$ cat src/rtl/nandecc_pkg.sv
package nandecc_pkg;
  // Strobes from the control to the datapath for one cycle.
  typedef struct packed {
    logic clearAcc;   // open a chunk: accumulators restart
    logic takeByte;   // fold byteData into the accumulators
    logic latchCode;  // register the finished code
    logic padOdd;     // an odd number of 0xFF pad bytes is missing
  } eccCtrl_t;
endpackage

$ cat src/rtl/nandecc_ctrl.sv
module nandecc_ctrl
  import nandecc_pkg::*;
#(
  parameter int CHUNK_BYTES = 256,
  parameter int ADDR_W      = 8
) (
  input  logic              clk,
  input  logic              rst_n,
  input  logic              startRd,
  input  logic              startWr,
  input  logic              byteValid,
  input  logic              finish,
  output eccCtrl_t          ctrl,
  output logic [ADDR_W-1:0] byteAddr,
  output logic              codeDone
);
  localparam logic [ADDR_W:0] CHUNK_N = (ADDR_W+1)'(CHUNK_BYTES);

  logic            active;
  logic [ADDR_W:0] count;
  logic [ADDR_W:0] countAfter;
  logic            anyStart;
  logic            roomLeft;

  assign anyStart = startRd | startWr;
  assign roomLeft = count < CHUNK_N;

  always_comb begin
    ctrl.clearAcc  = anyStart;
    ctrl.takeByte  = byteValid & (anyStart | (active & roomLeft));
    ctrl.latchCode = ~anyStart & active & finish;
    countAfter     = count + {{ADDR_W{1'b0}}, ctrl.takeByte};
    // pad count = CHUNK_N - countAfter; only its parity matters
    ctrl.padOdd    = CHUNK_N[0] ^ countAfter[0];
    byteAddr       = anyStart ? '0 : count[ADDR_W-1:0];
  end

  always_ff @(posedge clk) begin
    if (!rst_n) begin
      active   <= 1'b0;
      count    <= '0;
      codeDone <= 1'b0;
    end else if (anyStart) begin
      active   <= 1'b1;
      count    <= {{ADDR_W{1'b0}}, byteValid};
      codeDone <= 1'b0;
    end else if (ctrl.latchCode) begin
      active   <= 1'b0;
      count    <= countAfter;
      codeDone <= 1'b1;
    end else if (ctrl.takeByte) begin
      count    <= countAfter;
    end
  end
endmodule

$ cat src/rtl/nandecc_datapath.sv
module nandecc_datapath
  import nandecc_pkg::*;
#(
  parameter int DATA_W = 8,
  parameter int ADDR_W = 8,
  parameter int COL_W  = 3,
  parameter int CODE_W = 24
) (
  input  logic              clk,
  input  logic              rst_n,
  input  eccCtrl_t          ctrl,
  input  logic [ADDR_W-1:0] byteAddr,
  input  logic [DATA_W-1:0] byteData,
  output logic [CODE_W-1:0] code
);
  localparam int COL_BASE = 2 * ADDR_W;

  function automatic logic [DATA_W-1:0] groupMask(input int j);
    logic [DATA_W-1:0] m;
    for (int i = 0; i < DATA_W; i++) m[i] = 1'((i >> j) & 1);
    return m;
  endfunction

  logic [ADDR_W-1:0] lineEven, lineOdd;
  logic [DATA_W-1:0] colAcc;
  logic [ADDR_W-1:0] nextEven, nextOdd;
  logic [DATA_W-1:0] nextCol, padCol;
  logic [COL_W-1:0]  colEven, colOdd;
  logic [CODE_W-1:0] codeNext;
  logic              bytePar;

  always_comb begin
    bytePar  = ^byteData;
    nextEven = ctrl.clearAcc ? '0 : lineEven;
    nextOdd  = ctrl.clearAcc ? '0 : lineOdd;
    nextCol  = ctrl.clearAcc ? '0 : colAcc;
    if (ctrl.takeByte) begin
      nextEven = nextEven ^ (~byteAddr & {ADDR_W{bytePar}});
      nextOdd  = nextOdd  ^ ( byteAddr & {ADDR_W{bytePar}});
      nextCol  = nextCol  ^ byteData;
    end
    padCol = nextCol ^ {DATA_W{ctrl.padOdd}};
  end

  for (genvar j = 0; j < COL_W; j++) begin : g_col
    assign colOdd[j]  = ^(padCol &  groupMask(j));
    assign colEven[j] = ^(padCol & ~groupMask(j));
  end

  always_comb begin
    codeNext = '1;
    for (int k = 0; k < ADDR_W; k++) begin
      codeNext[2*k]   = ~nextEven[k];
      codeNext[2*k+1] = ~nextOdd[k];
    end
    for (int j = 0; j < COL_W; j++) begin
      codeNext[COL_BASE+2*j]   = ~colEven[j];
      codeNext[COL_BASE+2*j+1] = ~colOdd[j];
    end
  end

  always_ff @(posedge clk) begin
    if (!rst_n) begin
      lineEven <= '0;
      lineOdd  <= '0;
      colAcc   <= '0;
      code     <= '1;
    end else begin
      if (ctrl.clearAcc || ctrl.takeByte) begin
        lineEven <= nextEven;
        lineOdd  <= nextOdd;
        colAcc   <= nextCol;
      end
      if (ctrl.latchCode) code <= codeNext;
    end
  end
endmodule

$ cat src/rtl/nandecc_stream.sv
module nandecc_stream
  import nandecc_pkg::*;
#(
  parameter  int CHUNK_BYTES = 256,
  parameter  int DATA_W      = 8,
  localparam int ADDR_W      = $clog2(CHUNK_BYTES),
  localparam int COL_W       = $clog2(DATA_W),
  localparam int CODE_W      = ((2 * (ADDR_W + COL_W) + 7) / 8) * 8
) (
  input  logic              clk,
  input  logic              rst_n,
  input  logic              startRd,
  input  logic              startWr,
  input  logic              byteValid,
  input  logic [DATA_W-1:0] byteData,
  input  logic              finish,
  output logic [CODE_W-1:0] code,
  output logic              codeDone
);
  eccCtrl_t          ctrl;
  logic [ADDR_W-1:0] byteAddr;

  nandecc_ctrl #(.CHUNK_BYTES(CHUNK_BYTES), .ADDR_W(ADDR_W)) u_ctrl (
    .clk(clk), .rst_n(rst_n), .startRd(startRd), .startWr(startWr),
    .byteValid(byteValid), .finish(finish), .ctrl(ctrl),
    .byteAddr(byteAddr), .codeDone(codeDone)
  );

  nandecc_datapath #(.DATA_W(DATA_W), .ADDR_W(ADDR_W), .COL_W(COL_W),
                     .CODE_W(CODE_W)) u_dp (
    .clk(clk), .rst_n(rst_n), .ctrl(ctrl), .byteAddr(byteAddr),
    .byteData(byteData), .code(code)
  );
endmodule

$ cat config.mk
export PLATFORM = sky130hd
export DESIGN_NAME = nandecc_stream
export DESIGN_NICKNAME = d
export VERILOG_FILES = /design/src/rtl/nandecc_pkg.sv /design/src/rtl/nandecc_ctrl.sv /design/src/rtl/nandecc_datapath.sv /design/src/rtl/nandecc_stream.sv
export SDC_FILE = /design/constraint.sdc
export NUM_CORES = 1
export LEC_CHECK = 0
export BUFFER_PORTS_ARGS = -buffer_cell sky130_fd_sc_hd__buf_2
export CORE_MARGIN = 3
export CORE_UTILIZATION = 58
export CTS_BUF_LIST = sky130_fd_sc_hd__clkbuf_16
export CTS_CLUSTER_DIAMETER = 80
export DETAILED_ROUTE_END_ITERATION = 8
export PLACE_DENSITY = 0.79
export SYNTH_ARGS = -nofsm -noshare
export SYNTH_HDL_FRONTEND = slang
export SYNTH_SLANG_ARGS = --single-unit
export TNS_END_PERCENT = 5
$ cat constraint.sdc
create_clock -name clk -period 3.2 [get_ports clk]
set_input_delay 0.8 -clock clk [delete_from_list [all_inputs] [get_ports clk]]
set_output_delay 0.8 -clock clk [all_outputs]
set_load 0.01 [all_outputs]
==> metrics.sh, run 1 <==
AREA_DELTA_SYNTH_FINAL_PCT=15.2
HOLD_PATH_END='u_dp.code[4]'
NUMBER_OF_ANTENNA_VIOLATIONS_AT_THE_FIRST_CHECK_IN_GLOBAL_ROUTING=0
CRITPATHMAXSTAGEDELAY_NS=0.87
RR_STARTPOINT='u_ctrl.active'
POSTPLACECELLAREA_UM2=3250
DRIVE_ABOVE_1_SHARE=0.157
WORST_PATH_MOST_REPEATED_CELL='sky130_fd_sc_hd__xnor2_1'
GRT.OVERFLOW.TOTAL=0
CTS_HOLD_BUF=0
CHIPWIDTH_UM=78.5
POWER_LEAKAGE_uW=0.00133
POSTSYNTHREGISTERBITS=57
RR_WORST_DEPTH=8
SERIES_OF_CELL_INSTANCES_ALONG_THE_CRITICAL_PATH='buf_2, xnor2_1, xnor2_1, xnor2_2, buf_4, nor4_1, o311ai_1'
CTS-ROOT-TO-SINK-BUFFERS=2
CLOCK-SKEW-FINAL_NS=0.00374
H-TREE-DEPTH=3
REGISTER_AREA_UM2=1140
WORST-R2R-SETUP-SLACK_NS=1.07
CRITICAL-PATH-SLOWEST-CELL='sky130_fd_sc_hd__xnor2_2'
SYNTHDOMINANTAREACELLTYPE='sky130_fd_sc_hd__dfxtp_1'
TIMING.SETUP.TNS_NS=0
DRT_ITER0_DRC=238
MOSTFREQUENTLAYOUTCELL='sky130_fd_sc_hd__dfxtp_1'
VIA_COUNT_OF_THE_FIRST_GLOBAL_ROUTING_PASS=2646
DIE-HEIGHT_UM=78.5
PORT_BUFFER_COUNT=36
CAP_VIOLATIONS=0
OUTCOME='complete, no violations'
FINALHOLDVIOLATIONS=0
SYNTHDISTINCTLIBCELLS=36
DRC_VIOLATION_COUNT_AFTER_ROUTING=0
VIA_COUNT=2716
HOLDCRITPATHCLASS='register to register'
WL_UM=7060
SYNTH-MAIN-FF-CELL='sky130_fd_sc_hd__dfxtp_1'
LAYOUT_WORST_PATH_CYCLE_SHARE=0.826
LAYOUT.CELLS.MOST_COMMON_LIST='sky130_fd_sc_hd__dfxtp_1 (57), sky130_fd_sc_hd__nand2_1 (52), sky130_fd_sc_hd__buf_2 (36), sky130_fd_sc_hd__xnor2_1 (27), sky130_fd_sc_hd__nor2_1 (21)'
YOSYSWARNINGS=0
WORST_SETUP_PATH_END_KIND='register'
WORST-ENDPOINT-REQUIRED_NS=3.42
CTS-ROOT-BUF='sky130_fd_sc_hd__clkbuf_16'
ANTENNA_CELLS_INSERTED=0
YOSYS-TOP-CELLS-AREA='sky130_fd_sc_hd__dfxtp_1 (37%), sky130_fd_sc_hd__xnor2_1 (8.1%), sky130_fd_sc_hd__nand2_1 (6.4%)'
POWER.DENSITY_nW_PER_UM2=543
WORST_SETUP_HOLD_PATH_CLK_SLEW_NS=0.05
CTS_TREE='built'
TRITONCTS_NUM_SINKS=57
GRT_PASS1_WL_UM=12500
SETUP.WORST_PATH.START_CLASS='input port'
DETAILEDROUTE.FIRSTPASSITERATIONCOUNT=4
DRTANTENNAVIOLNETS=0
POSTLAYOUTCELLAREA_UM2=3510
FLOORPLAN.INITIALDENSITY=0.620
FILLER_CELL_COUNT=401
CRITICAL_PATH_ARRIVAL_NS=2.87
POST_SYNTH.CELL_AREA_AVG_UM2=8.37
TOTAL_OF_CELLS_RESIZED_AFTER_CLOCK_TREE_SYNTHESIS=0
WORSTPATHMAXFANOUT=27
AREA_TAKEN_BY_MULTI_INPUT_LOGIC_GATES_UM2=1790
WORST_SLEW_PIN_SLEW_NS=1.08
GRT_MAX_DEGREE=37
FINALCRITICALPERIOD_NS=2.64
TIMING.FMAX_MHz=378
POSTSYNTH.ASYNCRESETSHARE=0
CLOCK_INSERTION_DELAY_WORST_SKEW_NS=0.32
DIE_AREA_UM2=6160
PROPORTION_OF_SYNTHESIZED_CHIP_AREA_IN_SEQUENTIAL_CELLS=0.375
RR_ENDPOINT='u_ctrl.count[2]'
ROUTED_WIRE_LENGTH_PER_INSTANCE_UM=15.3
SETUP_REPAIR_AFTER_GLOBAL_ROUTING_MISSED_ITS_MARGIN='false'
HOLD-PATH-CELL-COUNT=2
DP_HPWL_UM=4520
CORE_UM2=4910
TIMING_WORST_SETUP_PATH_TYPE='input port to register'
HP-START='u_dp.code[4]'
MAXSLEWVIOLCOUNT=0
GLOBALPLACE.CONGESTION=0.827
FINAL-SETUP-VIOL-COUNT=0
IO_PINS=39
POST_SYNTH_INSTANCE_AREA_UM2=3050
SYN_INST=364
CTS.REPAIR_TIMING.SETUP_BUFFER_COUNT=0
FINAL_NET_COUNT=406
GRT.TOTAL_USAGE=0.253
MAX-SLEW-MARGIN-REL=0.279
FP-ROW-COUNT=25
STARTPOINT='byteData[6]'
DETAIL_ROUTE.VIAS_PER_CELL=5.88
SYNTH.TOP_CELL.AREA_SHARE=0.375
SYNTH-EDFF-COUNT=0
CTS_MADE_BUFFERS=9
VDD_IR_DROP_MAX_uV=295
[per-layer routing]
layer	wire (µm)	track usage	vias to the layer above
met4	106	0.110	0
li1	-	-	1354
met5	0	0	-
met3	381	0.0413	12
met2	3260	0.400	79
met1	3310	0.341	1271
[per-stage QoR]
stage / util / hold WS (ns) / power [µW] / setup slack (ns) / cells
2_1_floorplan: - / 0.472 / 1030 / 0.550 / 365
3_3_place_gp: 0.662 / 0.455 / 1090 / 0.317 / 446
3_5_place_dp: 0.662 / 0.459 / 1100 / 0.251 / 446
4_1_cts: 0.714 / 0.468 / 1910 / 0.559 / 462
5_1_grt: 0.714 / 0.499 / 2000 / 0.359 / 462
6_report: 0.714 / 0.466 / 1910 / 0.555 / 462
[worst max-delay path: cells and delay by family]
| family | cells | cell delay, ns |
|---|---|---|
| AND/OR/NAND/NOR | 1 | 0.07 |
| buffers and inverters | 2 | 0.48 |
| XOR/XNOR | 3 | 1.23 |
| AO/OA/AOI/OAI | 1 | 0.27 |
[synth_stat cells, types with 11 or more instances]
cell type                   n
sky130_fd_sc_hd__dfxtp_1   57
sky130_fd_sc_hd__nand2_1   52
sky130_fd_sc_hd__xnor2_1   28
sky130_fd_sc_hd__nor2_1    22
sky130_fd_sc_hd__clkbuf_1  20
sky130_fd_sc_hd__o211ai_1  18
sky130_fd_sc_hd__xor2_1    18
sky130_fd_sc_hd__o21ai_0   14
sky130_fd_sc_hd__a21oi_1   13
sky130_fd_sc_hd__nor4_1    13
sky130_fd_sc_hd__or3_1     13
sky130_fd_sc_hd__and2_1    12
sky130_fd_sc_hd__o311ai_1  11
[where the power goes]
group,internal [µW],switching [µW]
logic,120,208
clock network,506,307
registers,738,27.3
total,1360,542
[registers in the layout, summed over array words and instances (netlist names)]
name             flops
u_dp.lineOdd         8
u_ctrl.active        1
u_ctrl.codeDone      1
u_dp.lineEven        8
u_dp.colAcc          8
u_dp.code           22
u_ctrl.count         9
[logic make-up after synthesis]
group / share of synthesized area
buf+inv: 0.0419
compound gates: 0.233
flops: 0.375
mux: 0.00329
simple gates: 0.206
fa+ha+maj: 0.00822
xor+xnor: 0.132
other cells: 0.00123
[worst max-delay path by stage]
stage                       to  slack [ns]  depth (start not counted)
2_1_floorplan  u_ctrl.count[2]        0.55                          9
3_5_place_dp      u_dp.code[8]        0.25                          7
5_1_grt          u_dp.code[12]        0.36                          7
3_3_place_gp      u_dp.code[8]        0.32                          7
4_1_cts           u_dp.code[8]        0.56                          7
6_report          u_dp.code[8]        0.56                          7
[area by class of cell]
type / instances / area share
multi-input cells: 278 / 0.511
flip-flops and latches: 57 / 0.325
repair buffers: 43 / 0.0664
clock buffers: 9 / 0.0642
well taps: 67 / 0.0239
clock inverters: 7 / 0.00856
inverters: 1 / 0.00107
No activity file was read; power rests on OpenSTA's default activity.
==> inputs of run 2 (changes only) <==
--- a/config.mk
+++ b/config.mk
@@ -7,11 +7,11 @@
 export LEC_CHECK = 0
 export BUFFER_PORTS_ARGS = -buffer_cell sky130_fd_sc_hd__buf_2
 export CORE_MARGIN = 3
-export CORE_UTILIZATION = 58
+export CORE_UTILIZATION = 52
 export CTS_BUF_LIST = sky130_fd_sc_hd__clkbuf_16
 export CTS_CLUSTER_DIAMETER = 80
 export DETAILED_ROUTE_END_ITERATION = 8
-export PLACE_DENSITY = 0.79
+export PLACE_DENSITY = 0.75
 export SYNTH_ARGS = -nofsm -noshare
 export SYNTH_HDL_FRONTEND = slang
 export SYNTH_SLANG_ARGS = --single-unit
==> constraint.sdc (replaced) <==
create_clock -name clk -period 2.41 [get_ports clk]
set_input_delay 0.6025 -clock clk [delete_from_list [all_inputs] [get_ports clk]]
set_output_delay 0.6025 -clock clk [all_outputs]
set_load 0.01 [all_outputs]
==> run 2 against run 1 <==
Combinational power up 37%. Worst setup slack worse by 0.14 ns. Clock skew about the same. Critical endpoint is now u_dp.code[10]. Highest routed layer unchanged.
==> metrics.sh, run 2 (synthesis gave the netlist of run 1 again) <==
NUMBER_OF_ANTENNA_VIOLATIONS_AT_THE_FIRST_CHECK_IN_GLOBAL_ROUTING=0  # unchanged
FINAL_CRITICAL_PATH_SETUP_SLACK_NS=0.417  # -0.138 ns
MAX-SLEW-MARGIN-REL=0.527  # +0.248
CAP_VIOLATIONS=0  # unchanged
FINALHOLDVIOLATIONS=0  # unchanged
CRITICAL_PATH_ARRIVAL_NS=2.21  # -0.66 ns
CRITPATHMAXSTAGEDELAY_NS=0.46  # -0.41 ns
WORST_SLEW_PIN_SLEW_NS=0.704  # -0.372 ns
POWER_LEAKAGE_uW=0.00136  # +1.9%
DIE_AREA_UM2=6810  # +11%
WORST_SETUP_PATH_END_KIND='register'
TIMING.FMAX_MHz=502
FINAL_NET_COUNT=407  # +0.25%
HP-START='u_dp.code[15]'
HOLD_PATH_END='u_dp.code[15]'
FP-ROW-COUNT=27  # +8.0%
POWER_FRAC_COMB=0.169  # -0.003
H-TREE-DEPTH=3  # unchanged
DP_HPWL_UM=4610  # +1.9%
POWER_FRAC_CLOCK=0.448  # +0.021
CTS_TREE='built'
FINALCRITICALPERIOD_NS=1.99
POWER.DENSITY_nW_PER_UM2=746  # +37%
SWSHARE=0.273  # -0.0114
DESIGN_POWER_TOTAL_uW=2650  # +39%
VIA_COUNT=2726  # +0.37%
DP.CELLS=452  # +1.3%
CRITICAL-PATH-SLOWEST-CELL='sky130_fd_sc_hd__xnor2_2'
IO_PINS=39  # unchanged
POST_ROUTE_NON_FILLER_STANDARD_CELL_COUNT=468  # +1.3%
SERIES_OF_CELL_INSTANCES_ALONG_THE_CRITICAL_PATH='buf_2, xnor2_1, xnor2_1, xnor2_2, buf_12, nor4_1, o311ai_1'
CHIPWIDTH_UM=82.5  # +5.2%
SETUP.WORST_PATH.START_CLASS='input port'
OUTCOME='complete, no violations'
WORSTPATHMAXFANOUT=50  # +85%
RR_WORST_DEPTH=9  # +1
GRT_MAX_DEGREE=51  # +38%
DRTANTENNAVIOLNETS=0  # unchanged
LAYOUT.CELLS.MOST_COMMON_LIST='sky130_fd_sc_hd__dfxtp_1 (57), sky130_fd_sc_hd__nand2_1 (52), sky130_fd_sc_hd__buf_2 (36), sky130_fd_sc_hd__xnor2_1 (27), sky130_fd_sc_hd__nor2_1 (21)'
DETAILEDROUTE.FIRSTPASSITERATIONCOUNT=4  # unchanged
P_INT_uW=1930  # +41%
TOTAL_OF_CELLS_RESIZED_AFTER_CLOCK_TREE_SYNTHESIS=0  # unchanged
SETUP_REPAIR_AFTER_GLOBAL_ROUTING_MISSED_ITS_MARGIN='false'
WORST-R2R-SETUP-SLACK_NS=0.46  # -0.61 ns
DETAIL_ROUTE.VIAS_PER_CELL=5.82  # -0.92%
MAXSLEWVIOLCOUNT=0  # unchanged
DRC_VIOLATION_COUNT_AFTER_ROUTING=0  # unchanged
REG_TOP3='u_dp.code: 22 flops, u_ctrl.count: 9 flops'
DETAILEDPLACE.WORSTSLACK_NS=0.0848  # -0.166 ns
P_SW_uW=724  # +34%
PORT_BUFFER_COUNT=36  # unchanged
CTS_HOLD_BUF=0  # unchanged
GRT.TOTAL_USAGE=0.222  # -0.0314
CLOCK_INSERTION_DELAY_WORST_SKEW_NS=0.32  # about the same
MOSTFREQUENTLAYOUTCELL='sky130_fd_sc_hd__dfxtp_1'
CTS-ROOT-TO-SINK-BUFFERS=2  # unchanged
WORST_SETUP_HOLD_PATH_CLK_SLEW_NS=0.05  # about the same
GRT.OVERFLOW.TOTAL=0  # unchanged
CORE_UM2=5570  # +14%
WORST-ENDPOINT-REQUIRED_NS=2.63  # -0.79 ns
CP_NUM_BUF_INV=2  # unchanged
HOLDCRITPATHCLASS='register to register'
CLOCK-SKEW-FINAL_NS=0.00419  # +0.000451 ns
VDD_IR_DROP_MAX_uV=449  # +52%
DRIVE_ABOVE_1_SHARE=0.162  # +0.00465
FLOORPLAN.INITIALDENSITY=0.546  # -0.0738
TRITONCTS_NUM_SINKS=57  # unchanged
RR_STARTPOINT='u_ctrl.active'
LARGEST_REGISTER_FFS=22  # unchanged
AREA_DELTA_SYNTH_FINAL_PCT=16.9
FINALCOREUTILIZATION=0.639  # -0.0755
CTS_MADE_BUFFERS=9  # unchanged
TIMING_WORST_SETUP_PATH_TYPE='input port to register'
DIE-HEIGHT_UM=82.5  # +5.2%
GLOBALPLACE.CONGESTION=0.860  # +3.9%
GRT_PASS1_WL_UM=11700  # -6.2%
CTS-ROOT-BUF='sky130_fd_sc_hd__clkbuf_16'
TIMING.SETUP.TNS_NS=0  # unchanged
FINAL-SETUP-VIOL-COUNT=0  # unchanged
ANTENNA_CELLS_INSERTED=0  # unchanged
WL_UM=6930  # -1.8%
WORST_PATH_MOST_REPEATED_CELL='sky130_fd_sc_hd__xnor2_1'
CTS.REPAIR_TIMING.SETUP_BUFFER_COUNT=0  # unchanged
POWER_FRAC_SEQ=0.382  # -0.019
REGISTERS.TOP_BY_FF_COUNT='u_dp.code'
CRITICAL_PATH.TOP_DELAY_FAMILY='XOR/XNOR gates'
ROUTED_WIRE_LENGTH_PER_INSTANCE_UM=14.8  # -3.0%
DRT_ITER0_DRC=201  # -16%
HOLD-PATH-CELL-COUNT=2  # unchanged
LAYOUT_WORST_PATH_CYCLE_SHARE=0.827
VIA_COUNT_OF_THE_FIRST_GLOBAL_ROUTING_PASS=2509  # -5.2%
RR_ENDPOINT='u_ctrl.count[8]'
[run 2: metal layers]
layer / track usage / up-vias / share of wire
li1: - / 1356 / -
met1: 0.298 / 1267 / 0.48
met2: 0.347 / 94 / 0.46
met3: 0.0466 / 9 / 0.052
met4: 0.0850 / 0 / 0.011
met5: 0 / - / 0
[run 2: through the flow]
| step | cell area, µm² | hold WS, ns |
|---|---|---|
| 3_5_place_dp | 3280 | 0.464 |
| 6_report | 3560 | 0.467 |
| 5_1_grt | 3560 | 0.504 |
| 2_1_floorplan | 3050 | 0.472 |
| 4_1_cts | 3560 | 0.476 |
| 3_3_place_gp | 3280 | 0.454 |
[run 2: worst max-delay path by stage]
stage	from	endpoint	cells past startpoint	slack [ns]
after CTS	byteData[2]	u_dp.code[10]	7	0.41
after detailed placement	byteData[2]	u_dp.code[10]	7	0.08
after global placement	byteData[2]	u_dp.code[0]	7	0.15
final	byteData[2]	u_dp.code[10]	7	0.42
after floorplan	startWr	u_ctrl.count[2]	9	0.04
after global routing	byteData[2]	u_dp.code[2]	7	0.19
[run 2: worst reg2reg max path, stage by stage, from the launching register on]
cell,delay (ns)
sky130_fd_sc_hd__dfxtp_1,0.40
sky130_fd_sc_hd__nor2b_1,0.39
sky130_fd_sc_hd__o21ai_2,0.11
sky130_fd_sc_hd__clkinv_2,0.06
sky130_fd_sc_hd__ha_1,0.15
sky130_fd_sc_hd__ha_1,0.22
sky130_fd_sc_hd__nand4_1,0.11
sky130_fd_sc_hd__a21oi_1,0.19
sky130_fd_sc_hd__xnor2_1,0.14
sky130_fd_sc_hd__nor2_1,0.06
[run 2: power groups by stage]
| stage | sequential (µW) | combinational [µW] | clock, µW |
|---|---|---|---|
| floorplan | 1030 | 332 | 0 |
| global placement | 1030 | 431 | 0 |
| detailed placement | 1030 | 446 | 0 |
| CTS | 1010 | 450 | 1210 |
| global route | 1020 | 500 | 1250 |
| finish | 1010 | 450 | 1190 |
[run 2: area by class of cell]
class | count | area (µm²)
Timing Repair Buffer | 44 | 253
Fill cell | 476 | 2010
Inverter | 1 | 5.00
Clock buffer | 9 | 225
Sequential cell | 57 | 1140
Tap cell | 72 | 90.1
Multi-Input combinational cell | 278 | 1790
Clock inverter | 7 | 55.1
